## config.mk

```make
export PLATFORM = sky130hd
export DESIGN_NAME = mc_sequencer
export DESIGN_NICKNAME = d
export VERILOG_FILES = /design/src/rtl/mc_sequencer.sv
export SDC_FILE = /design/constraint.sdc
export NUM_CORES = 1
export LEC_CHECK = 0
export ABC_AREA = 1
export BUFFER_PORTS_ARGS = -buffer_cell sky130_fd_sc_hd__buf_2
export CAP_MARGIN = 30
export CORE_MARGIN = 1.5
export CORE_UTILIZATION = 49
export DETAILED_ROUTE_END_ITERATION = 10
export GPL_ROUTABILITY_DRIVEN = 0
export PLACE_DENSITY = 0.75
export RECOVER_POWER = 50
export SYNTH_ARGS = -nofsm -noshare
export SYNTH_HDL_FRONTEND = slang
export SYNTH_SLANG_ARGS = --single-unit
```

## constraint.sdc

```tcl
create_clock -name clk -period 1.7 [get_ports clk]
set_clock_uncertainty 0.1 [all_clocks]
set_input_delay 0.085 -clock clk [delete_from_list [all_inputs] [get_ports clk]]
set_output_delay 0.085 -clock clk [all_outputs]
set_load 0.03 [all_outputs]
```

## src/rtl/mc_sequencer.sv

```systemverilog
module mc_sequencer #(
  parameter logic [7:0] C_INIT = 8'h5A,
  parameter int         CW     = 8
) (
  input  logic          clk,
  input  logic          rst_n,
  input  logic          bus_ready,
  input  logic [7:0]    bus_rdata,
  output logic [2:0]    mc_status,
  output logic          mc_t1,
  output logic [15:0]   mc_addr,
  output logic [7:0]    mc_wdata,
  output logic          rd_en,
  output logic          wr_en,
  output logic          instr_done,
  output logic [CW-1:0] tcount,
  output logic [15:0]   pc_out,
  output logic [7:0]    acc_out,
  output logic [7:0]    b_out
);
  localparam logic [7:0] OP_MOVBC = 8'h41;
  localparam logic [7:0] OP_MVIB  = 8'h06;
  localparam logic [7:0] OP_ADI   = 8'hC6;
  localparam logic [7:0] OP_STA   = 8'h32;

  typedef enum logic [1:0] {M_OF, M_LO, M_HI, M_WR} mc_e;

  mc_e           mc;
  logic [1:0]    ts;
  logic [15:0]   pc, tmp;
  logic [7:0]    ir, acc, b;
  logic [CW-1:0] cnt;
  logic          done_q;

  logic wait_st, has_imm, last;
  assign wait_st = (ts == 2'd1) && !bus_ready;
  assign has_imm = (ir == OP_MVIB) || (ir == OP_ADI) || (ir == OP_STA);
  assign last    = (mc == M_OF && ts == 2'd3 && !has_imm)
                || (mc == M_LO && ts == 2'd2 && ir != OP_STA)
                || (mc == M_WR && ts == 2'd2);

  assign mc_status  = (mc == M_OF) ? 3'b011 : (mc == M_WR) ? 3'b001 : 3'b010;
  assign mc_t1      = (ts == 2'd0);
  assign mc_addr    = (mc == M_WR) ? tmp : pc;
  assign mc_wdata   = acc;
  assign rd_en      = (mc != M_WR) && (ts == 2'd1 || ts == 2'd2);
  assign wr_en      = (mc == M_WR) && (ts == 2'd1 || ts == 2'd2);
  assign instr_done = done_q;
  assign pc_out     = pc;
  assign acc_out    = acc;
  assign b_out      = b;

  always_ff @(posedge clk) begin
    if (!rst_n) begin
      mc <= M_OF; ts <= 2'd0; pc <= '0; tmp <= '0; ir <= '0;
      acc <= '0; b <= '0; cnt <= '0; tcount <= '0; done_q <= 1'b0;
    end else begin
      done_q <= 1'b0;
      if (last) begin
        cnt    <= '0;
        tcount <= cnt + 1'b1;
        done_q <= 1'b1;
      end else begin
        cnt <= cnt + 1'b1;
      end
      case (ts)
        2'd0: ts <= 2'd1;
        2'd1: if (bus_ready) ts <= 2'd2;
        2'd2: begin
          ts <= 2'd0;
          case (mc)
            M_OF: begin ir <= bus_rdata; pc <= pc + 16'd1; ts <= 2'd3; end
            M_LO: begin
              pc <= pc + 16'd1;
              if (ir == OP_STA) begin
                tmp[7:0] <= bus_rdata;
                mc <= M_HI;
              end else begin
                if (ir == OP_MVIB) b <= bus_rdata;
                else acc <= acc + bus_rdata;
                mc <= M_OF;
              end
            end
            M_HI: begin pc <= pc + 16'd1; tmp[15:8] <= bus_rdata; mc <= M_WR; end
            default: mc <= M_OF;
          endcase
        end
        default: begin
          ts <= 2'd0;
          if (ir == OP_MOVBC) b <= C_INIT;
          if (has_imm) mc <= M_LO;
        end
      endcase
    end
  end

  AST_FETCH_AFTER_DONE: assert property (@(posedge clk) disable iff (!rst_n)
    instr_done |-> (mc_t1 && mc_status == 3'b011));
  AST_MIN_TSTATES: assert property (@(posedge clk) disable iff (!rst_n)
    instr_done |-> (tcount >= CW'(4)));
  AST_STROBE_EXCL: assert property (@(posedge clk) disable iff (!rst_n)
    !(rd_en && wr_en));
  AST_WAIT_HOLD: assert property (@(posedge clk) disable iff (!rst_n)
    wait_st |=> ($stable(mc_addr) && $stable(mc_status) && !mc_t1));
  AST_PC_STEP: assert property (@(posedge clk) disable iff (!rst_n)
    (pc != $past(pc)) |-> (pc == $past(pc) + 16'd1));
endmodule

```

==> impl_metrics.csv, run 1 <==
group,metric,value,unit
finish,post_route_cells_drive_above_1_share,0.178,
routing,drt_iter0_markers,250,
power,switchingPower,1.98,mW
floorplan,initial_utilization,0.508,
floorplan,pin_count,82,
setup_path,crit_path_top_delay_cell,"sky130_fd_sc_hd__fa_2",
timing,final_period_minus_worst_setup_slack,1.69,ns
clock_network,h-tree-depth,3,
routing,drc_errors_left,0,
synth,syn_avg_cell_area,7.29,um2
run_status,outcome,"finished clean",
timing,setup-violations-final,0,
timing,final_max_tran_viols,0,
global_route,grt_start_max_net_pins,50,
setup_path,timing_worst_setup_path_type,"flop to flop",
setup_path,worstPathRequired,1.84,ns
clock_network,clk_path_buf_depth,2,
placement,placement.io_buffers,80,
finish,area_delta_synth_final,24.0,%
synth,synth_area_leader_cell,"sky130_fd_sc_hd__dfxtp_1",
floorplan,die_width,92.7,um
global_route,grt-ovfl-total,0,
placement,dpl.cell_count,721,
routing,firstDrtPassIters,4,
routing,post_drt_wl_per_cell,13.6,um
routing,route.vias.total,3823,
floorplan,design.die.area,8590,um2
finish,finish.cell_count_without_fillers,741,
placement,post_dp_hpwl,7260,um
routing,postRouteWirelength,10100,um
synth,yosysWarnings,0,
clock_network,cts_tree,"built",
power,comb_power_share,0.321,
power,power.switching_fraction,0.352,
global_route,antenna_found_initial,0,
power,clock_power_share,0.299,
synth,yosys_register_bits,77,
finish,final_core_util,0.629,
floorplan,fp.coreArea,7770,um2
power,power,5.62,mW
setup_path,critPathMaxFanout,4,
setup_path,crit-reg2reg-launch,"acc_out[0]$_SDFFE_PN0P_",
setup_path,worstPathArrival,1.83,ns
synth,synth_cell_types,41,
clock_network,clk_latency,0.35,ns
routing,avgViaCountPerCell,5.16,
clock_network,clockRootBuffer,"sky130_fd_sc_hd__clkbuf_8",
hold_path,timing.hold.worst.start,"bus_rdata[4]",
synth,synth.net_count,571,
routing,antenna_left,0,
floorplan,floorplan_die_height,92.7,um
clock_network,number_of_clock_sinks,77,
setup_path,launch_point_of_the_worst_path,"acc_out[0]$_SDFFE_PN0P_",
setup_path,worst_path_most_repeated_cell,"sky130_fd_sc_hd__nand2_2",
synth,synth.yosys.seq_area_share,0.391,
timing,fin_crit_sh,0.992,
power,power.sequential.fraction,0.381,
power,leakage_power,2.08,nW
setup_path,critical_path.startpoint_type,"flop",
synth,yosys-top-cells-area,"sky130_fd_sc_hd__dfxtp_1, sky130_fd_sc_hd__nand2_1, sky130_fd_sc_hd__o21ai_0",
setup_path,end_kind,"flop",
timing,finalHoldViolations,0,
clock_network,cts_buffers,9,
finish,nets,665,
finish,antenna-diode-count,0,
global_route,first_pass_grt_wire_length,16800,um
power,maximum_ir_drop_on_the_vdd_rail,0.00138,V
global_route,grt.total_usage,0.244,
timing,tns,0,ns
clock_network,cts.reportedPaths.clkPinSlew,0.08,ns
floorplan,rows,32,
timing,finalHoldWorstSlack,0.0164,ns
hold_path,worstHoldPathType,"input pin to flop",
timing,max_freq,0.593,GHz
synth,mappedNetlistArea,3940,um2
setup_path,cp_slowest_stage_delay,0.41,ns
run,drv_cap,0,
global_route,grt_pass1_vias,3711,
power,power_density_of_the_placed_cells,1150,nW/um2
timing,grt_setup_unrepaired,"yes",
synth,gate_count_post_synth,541,
setup_path,worstPathCellList,"ha_4 -> fa_2 -> nand3_2 -> nand2_2 -> nand2_2 -> nand2_2 -> xor2_1 -> nor2_1 -> nor2_1",
power,cellInternalPower,3.64,mW
synth,post-synth-top-area-fraction,0.391,
## metal layers
layer | up-vias | GRT usage | wire, um
li1 | 1933 | - | -
met1 | 1731 | 0.312 | 4450
met2 | 132 | 0.401 | 4680
met3 | 27 | 0.0476 | 702
met4 | 0 | 0.102 | 254
met5 | - | 0 | 0
## sequential cells by signal, summed over array words and instances (netlist names)
register    flops
tcount          8
b_out           8
mc              2
cnt             8
acc_out         8
instr_done      1
ir              8
pc_out         16
ts              2
tmp            16
## cell families after synthesis
| group | Yosys count | share of synthesized area |
|---|---|---|
| DFF | 77 | 0.391 |
| buffers and inverters | 102 | 0.115 |
| AOI/OAI and AO/OA | 114 | 0.156 |
| adders and majority gates | 19 | 0.0622 |
| other | 1 | 0.000951 |
| and+or+nand+nor | 217 | 0.250 |
| xor gates and xnor gates | 11 | 0.0244 |
## through the flow
stage	instance area (um2)	setup WS (ns)
after floorplan	3950	-0.0283
after detailed placement	4500	-0.00955
after global routing	4890	-0.0613
final	4890	0.0128
after CTS	4820	-0.00558
after global placement	4500	0.0437
## cells in the mapped netlist (all sizes together)
| cell | instances |
|---|---|
| o21ai | 56 |
| nor4 | 1 |
| conb | 1 |
| nor2 | 69 |
| nor3b | 1 |
| ha | 18 |
| xnor2 | 3 |
| nand4 | 10 |
| a221oi | 4 |
| a31oi | 1 |
| buf | 18 |
| dfxtp | 77 |
| a211oi | 1 |
| o31ai | 1 |
| inv | 74 |
| nand3 | 34 |
| clkbuf | 9 |
| clkinv | 1 |
| fa | 1 |
| a21oi | 47 |
| a21boi | 1 |
| nand2 | 91 |
| o21bai | 1 |
| xor2 | 8 |
| nand3b | 2 |
| a22oi | 1 |
| a21o | 1 |
| nor3 | 9 |
## cell type report
type	instances	area (um2)
clock buffer	10	138
clock inverter	5	106
fill	703	2880
inverter	75	284
multi-input combinational	362	2050
sequential	77	1550
tap	102	128
timing repair buffer	110	629
## cells in the final DEF, fill, tap and decap left out, types with 3 or more instances in the layout
cell type and count:
sky130_fd_sc_hd__dfxtp_1 72, sky130_fd_sc_hd__buf_4 34, sky130_fd_sc_hd__bufinv_16 3, sky130_fd_sc_hd__ha_4 4, sky130_fd_sc_hd__o21ai_1 14, sky130_fd_sc_hd__a221oi_1 4
sky130_fd_sc_hd__dfxtp_2 3, sky130_fd_sc_hd__clkbuf_1 51, sky130_fd_sc_hd__nand2_2 4, sky130_fd_sc_hd__nor2_2 5, sky130_fd_sc_hd__buf_2 17, sky130_fd_sc_hd__clkbuf_8 10
sky130_fd_sc_hd__inv_2 5, sky130_fd_sc_hd__nand2_1 85, sky130_fd_sc_hd__dlygate4sd3_1 3, sky130_fd_sc_hd__nor3_1 8, sky130_fd_sc_hd__ha_1 13, sky130_fd_sc_hd__nand3_2 5
sky130_fd_sc_hd__o21ai_0 42, sky130_fd_sc_hd__inv_1 68, sky130_fd_sc_hd__xor2_1 8, sky130_fd_sc_hd__nand4_1 10, sky130_fd_sc_hd__xnor2_1 3, sky130_fd_sc_hd__a21oi_1 46
sky130_fd_sc_hd__nor2_1 59, sky130_fd_sc_hd__nor2_4 5, sky130_fd_sc_hd__nand3_1 28
## final timing paths
kind         cells after the start  slack, ns                 endpoint
max                              9       0.01  acc_out[6]$_SDFFE_PN0P_
min reg2reg                      2       0.36      tmp[3]$_SDFFE_PN0P_
max reg2reg                      9       0.01  acc_out[6]$_SDFFE_PN0P_
min                              3       0.02      tmp[4]$_SDFFE_PN0P_
## critical path, delay by kind of cell, from the launching register on
kind	cells	cell delay (ns)
adders and majority gates	2	0.58
and+or+nand+nor	6	0.42
DFF	1	0.35
xor gates and xnor gates	1	0.14
## power by group through the flow
stage               Sequential [mW]  Combinational, mW  Clock [mW]
global placement               2.14               1.66           0
detailed placement             2.15               1.69           0
finish                         2.14               1.80        1.68
CTS                            2.12               1.71        1.71
floorplan                      2.22               1.11           0
global route                   2.16               1.98        1.77
## what timing repair did
item                                    4_1_cts  5_1_grt
cloned                                        0        0
hold endpoints to repair                      4        0
pin swaps                                     0        5
resized for setup                            16       42
hold buffers                                  3        0
endpoints found under the setup margin       17       71
buffers inserted                              0        2
Power figures use the tool's default switching activity.
==> inputs of run 2 (changes only) <==
REMOVE_ABC_BUFFERS = 1   (was not set)
==> run 2 against run 1 <==
Effect of this change:
- sequential power is essentially flat
- die area stayed put
- worst setup slack better by 0.029 ns
- via count grew 1.5%
- final area rose by 1.2%
- global-route usage is 1.7 points lower
- critical endpoint is now mc_status[0]
==> impl_metrics.csv, run 2 (synthesis results as in run 1) <==
group,metric,value,unit
run_status,outcome,"finished clean",
timing,setup-violations-final,0,
run,drv_cap,0,
timing,finalHoldWorstSlack,0.0248,ns
placement,dpl.cell_count,723,
routing,postRouteWirelength,9980,um
floorplan,initial_utilization,0.508,
setup_path,critical_path.startpoint_type,"flop",
placement,post_dp_hpwl,7000,um
finish,area_delta_synth_final,25.5,%
finish,nets,671,
hold_path,worstHoldPathType,"input pin to flop",
clock_network,clk_path_buf_depth,2,
floorplan,pin_count,82,
floorplan,fp.coreArea,7770,um2
setup_path,crit_family,"buffers and inverters",
setup_path,r2r_setup_slack,0.05,ns
global_route,grt-ovfl-total,0,
setup_path,critPathMaxFanout,3,
finish,antenna-diode-count,0,
setup_path,cp_slowest_stage_delay,0.36,ns
clock_network,clk_latency,0.35,ns
clock_network,h-tree-depth,3,
routing,firstDrtPassIters,5,
clock_network,cts_buffers,9,
setup_path,worst_path_most_repeated_cell,"sky130_fd_sc_hd__inv_1",
clock_network,clockRootBuffer,"sky130_fd_sc_hd__clkbuf_8",
setup_path,end_kind,"output port",
finish,most-common-layout-cells,"sky130_fd_sc_hd__nand2_1, sky130_fd_sc_hd__dfxtp_1, sky130_fd_sc_hd__inv_1",
timing,final_max_tran_viols,0,
global_route,grt.total_usage,0.227,
clock_network,cts_tree,"built",
timing,final_period_minus_worst_setup_slack,1.66,ns
floorplan,die_width,92.7,um
global_route,antenna_found_initial,0,
routing,drt_iter0_markers,207,
timing,grt_setup_unrepaired,"yes",
routing,post_drt_wl_per_cell,13.3,um
placement,placement.io_buffers,80,
clock_network,cts.reportedPaths.clkPinSlew,0.09,ns
global_route,grt_start_max_net_pins,69,
timing,max_freq,0.603,GHz
routing,antenna_left,0,
timing,finalHoldViolations,0,
floorplan,design.die.area,8590,um2
finish,finish.cell_count_without_fillers,748,
power,leakage_power,2.11,nW
routing,route.vias.total,3881,
global_route,first_pass_grt_wire_length,15600,um
power,power,5.57,mW
floorplan,floorplan_die_height,92.7,um
setup_path,worstPathArrival,1.47,ns
setup_path,crit_path_top_delay_cell,"sky130_fd_sc_hd__dfxtp_2",
setup_path,critPathBufInv,4,
global_route,grt_pass1_vias,3466,
floorplan,rows,32,
routing,avgViaCountPerCell,5.19,
finish,post_route_cells_drive_above_1_share,0.189,
clock_network,number_of_clock_sinks,77,
setup_path,worstPathRequired,1.51,ns
power,maximum_ir_drop_on_the_vdd_rail,0.00119,V
finish,layout.cells.most_common,"sky130_fd_sc_hd__nand2_1",
timing,fin_crit_sh,0.976,
setup_path,timing_worst_setup_path_type,"flop to output port",
power,power_density_of_the_placed_cells,1130,nW/um2
routing,drc_errors_left,0,
setup_path,worstPathCellList,"buf_4 -> inv_1 -> ha_1 -> inv_1 -> buf_6",
==> run 2: cell types whose count changed in the layout (fill, tap and decap cells not counted), moves of 2 or more <==
cell and change:
sky130_fd_sc_hd__o21ai_0 +6, sky130_fd_sc_hd__inv_2 +2, sky130_fd_sc_hd__o21ai_1 -6, sky130_fd_sc_hd__bufinv_16 -2, sky130_fd_sc_hd__inv_6 +2, sky130_fd_sc_hd__buf_4 +6
sky130_fd_sc_hd__clkinv_4 +2, sky130_fd_sc_hd__buf_12 +2, sky130_fd_sc_hd__buf_2 -4, sky130_fd_sc_hd__inv_1 -3
==> run 2: worst paths after layout <==
check	startpoint	to	depth (start not counted)
max reg2reg	mc[1]$_SDFFE_PN0P_	pc_out[9]$_SDFFE_PN0P_	7
min reg2reg	tmp[1]$_SDFFE_PN0P_	tmp[1]$_SDFFE_PN0P_	2
min	bus_rdata[2]	tmp[10]$_SDFFE_PN0P_	3
max	mc[0]$_SDFFE_PN0P_	mc_status[0]	5
==> run 2: repair_timing <==
item | 4_1_cts | 5_1_grt
hold buffers | 4 | 0
setup endpoints to repair | 48 | 38
endpoints found under the hold margin | 5 | 0
setup buffers | 1 | 3
cloned | 0 | 1
pin swaps | 1 | 5
resized for setup | 15 | 47
==> run 2: stage by stage <==
step	utilization	TNS, ns	setup WS, ns	area (um2)
after global placement	0.582	-0.0406	-0.0157	4520
after floorplan	-	-5.40	-0.439	3770
after global routing	0.637	-0.103	-0.0206	4950
after detailed placement	0.582	-0.651	-0.112	4520
after CTS	0.622	0	0.00445	4830
final	0.637	0	0.0416	4950
==> run 2: metal layers <==
metal	GRT usage	vias up	routed length (um)
li1	-	1946	-
met1	0.273	1783	4260
met2	0.396	134	4960
met3	0.0443	18	568
met4	0.0909	0	187
met5	0	-	0
==> run 2: worst reg2reg max path, stage by stage, from the launching register on <==
cell and delay (ns):
sky130_fd_sc_hd__dfxtp_4 0.37, sky130_fd_sc_hd__ha_4 0.19, sky130_fd_sc_hd__buf_12 0.13, sky130_fd_sc_hd__nor2_4 0.14, sky130_fd_sc_hd__nand3_2 0.12, sky130_fd_sc_hd__buf_4 0.16
sky130_fd_sc_hd__nor3_1 0.21, sky130_fd_sc_hd__nor3_1 0.10
==> run 2: cell type report <==
| cell class | instances | area (um2) |
|---|---|---|
| fillers | 713 | 2820 |
| multi-input cells | 362 | 2050 |
| flip-flops and latches | 77 | 1550 |
| repair buffers | 116 | 729 |
| inverters | 75 | 287 |
| well taps | 102 | 128 |
| clock buffers | 9 | 124 |
| clock inverters | 7 | 81.3 |
==> run 2: report_power, final <==
group | total [mW] | switching [mW] | internal, mW
registers | 2.13 | 0.143 | 1.99
clock network | 1.44 | 0.737 | 0.699
logic | 2.00 | 1.22 | 0.781
==> inputs of run 3 (changes only) <==
PLACE_DENSITY = 0.76   (was 0.75)
==> run 3 against run 2 <==
Effect of this change:
- via count down 1.2%
- first-iteration DRC count up 22%
- core utilization up 0.31 points
- register-to-register slack about the same
- sequential share of layout area down 0.20 points
- global-route usage up 0.67 points
- power up 3.0%
- sequential power about the same
- non-clock buffer count down 1
- count of clock-buffer cells in the layout unchanged
- combinational power about the same
- clock power up 12%
- critical path type is now flop to flop
- critical endpoint is now acc_out[6]$_SDFFE_PN0P_
==> impl_metrics.csv, run 3 (synthesis results as in run 1) <==
group,metric,value,unit
run_status,outcome,"finished clean",
hold_path,worstHoldPathType,"input pin to flop",
routing,drt_iter0_markers,252,
run,drv_cap,0,
clock_network,clockRootBuffer,"sky130_fd_sc_hd__clkbuf_8",
hold_path,holdPathStages,3,
routing,drc_errors_left,0,
floorplan,pin_count,82,
global_route,first_pass_grt_wire_length,15900,um
placement,post_dp_hpwl,7020,um
setup_path,critical_path.startpoint_type,"flop",
placement,placement.io_buffers,80,
setup_path,worstPathArrival,1.81,ns
power,leakage_power,2.12,nW
timing,grt_setup_unrepaired,"yes",
finish,post-route-cell-area,4970,um2
floorplan,rows,32,
routing,antenna_left,0,
routing,route.vias.total,3836,
placement,placed_cell_area,4510,um2
clock_network,h-tree-depth,3,
setup_path,ff_to_ff_path_depth,9,
timing,final_period_minus_worst_setup_slack,1.66,ns
routing,post_drt_wl_per_cell,13.4,um
clock_network,clk_latency,0.35,ns
clock_network,clk_path_buf_depth,2,
routing,postRouteWirelength,10000,um
setup_path,worstPathRequired,1.85,ns
floorplan,die_width,92.7,um
timing,max_freq,0.603,GHz
finish,nets,670,
finish,antenna-diode-count,0,
timing,final_max_tran_viols,0,
setup_path,timing_worst_setup_path_type,"flop to flop",
placement,dpl.cell_count,722,
finish,most-common-layout-cells,"sky130_fd_sc_hd__nand2_1, sky130_fd_sc_hd__dfxtp_1, sky130_fd_sc_hd__inv_1",
global_route,grt-ovfl-total,0,
power,power_density_of_the_placed_cells,1150,nW/um2
floorplan,floorplan_die_height,92.7,um
clock_network,number_of_clock_sinks,77,
timing,setup-violations-final,0,
floorplan,initial_utilization,0.508,
timing,finalHoldViolations,0,
finish,post_route_cells_drive_above_1_share,0.200,
finish,finish.cell_count_without_fillers,747,
clock_network,cts_buffers,9,
routing,firstDrtPassIters,4,
floorplan,design.die.area,8590,um2
setup_path,critPathMaxFanout,2,
routing,avgViaCountPerCell,5.14,
finish,layout.cells.most_common,"sky130_fd_sc_hd__nand2_1",
setup_path,end_kind,"flop",
timing,fin_crit_sh,0.975,
clock_network,cts.reportedPaths.clkPinSlew,0.09,ns
floorplan,fp.coreArea,7770,um2
global_route,grt.total_usage,0.234,
global_route,grt_pass1_vias,3485,
global_route,antenna_found_initial,0,
power,maximum_ir_drop_on_the_vdd_rail,0.00126,V
global_route,grt_start_max_net_pins,37,
finish,area_delta_synth_final,26.1,%
clock_network,cts_tree,"built",
## run 3: cell count changes in the layout (fill, tap and decap cells not counted), sizes merged
cell / previous run / this run
buf: 59 / 61
bufinv: 1 / 2
clkbuf: 62 / 58
clkinv: 3 / 2
dlygate4sd3: 4 / 5
## run 3: stage by stage
| stage | power [mW] | util | setup TNS [ns] | hold WS (ns) | setup slack [ns] |
|---|---|---|---|---|---|
| 2_1_floorplan | 3.25 | - | -5.40 | 0.105 | -0.439 |
| 3_3_place_gp | 3.85 | 0.581 | 0 | 0.307 | 0.0256 |
| 3_5_place_dp | 3.89 | 0.581 | -0.142 | 0.329 | -0.0524 |
| 4_1_cts | 5.62 | 0.625 | -0.00159 | 0.000317 | -0.00159 |
| 5_1_grt | 6.04 | 0.640 | -0.101 | 0.0388 | -0.0572 |
| 6_report | 5.74 | 0.640 | 0 | 0.0124 | 0.0424 |
## run 3: layout make-up
type | instances | area (um2)
Fill cell | 699 | 2800
Multi-Input combinational cell | 362 | 2080
Sequential cell | 77 | 1550
Timing Repair Buffer | 115 | 701
Inverter | 75 | 289
Tap cell | 102 | 128
Clock buffer | 9 | 124
Clock inverter | 7 | 105
## run 3: repair_timing
action	4_1_cts	5_1_grt
hold buffers	5	0
setup endpoints to repair	25	60
pin swaps	2	9
resized for setup	17	47
gates cloned	0	1
hold endpoints to repair	7	0
setup buffers	1	2
## run 3: power by group
part           switching, mW  internal [mW]
Clock                  0.759          0.850
Combinational           1.26          0.739
Sequential             0.142           1.99
Total                   2.16           3.58
## run 3: path summary, 6_finish.rpt
path | slack, ns | endpoint | startpoint
max | 0.04 | acc_out[6]$_SDFFE_PN0P_ | acc_out[0]$_SDFFE_PN0P_
min | 0.01 | tmp[13]$_SDFFE_PN0P_ | bus_rdata[5]
max reg2reg | 0.04 | acc_out[6]$_SDFFE_PN0P_ | acc_out[0]$_SDFFE_PN0P_
min reg2reg | 0.35 | tmp[2]$_SDFFE_PN0P_ | tmp[2]$_SDFFE_PN0P_
## run 3: critical path, cell delays in order (launching register included)
cell	delay (ns)
sky130_fd_sc_hd__dfxtp_2	0.34
sky130_fd_sc_hd__ha_4	0.16
sky130_fd_sc_hd__fa_2	0.40
sky130_fd_sc_hd__nand3_2	0.07
sky130_fd_sc_hd__nand2_2	0.05
sky130_fd_sc_hd__nand2_1	0.06
sky130_fd_sc_hd__nand2_1	0.05
sky130_fd_sc_hd__xor2_1	0.14
sky130_fd_sc_hd__nor2_1	0.12
sky130_fd_sc_hd__nor2_1	0.05
## run 3: routing by layer
layer,vias to the layer above,routed length (um),track usage
met5,-,0,0
met4,0,182,0.0808
met3,18,588,0.0567
met2,107,4770,0.388
met1,1762,4470,0.296
li1,1949,-,-
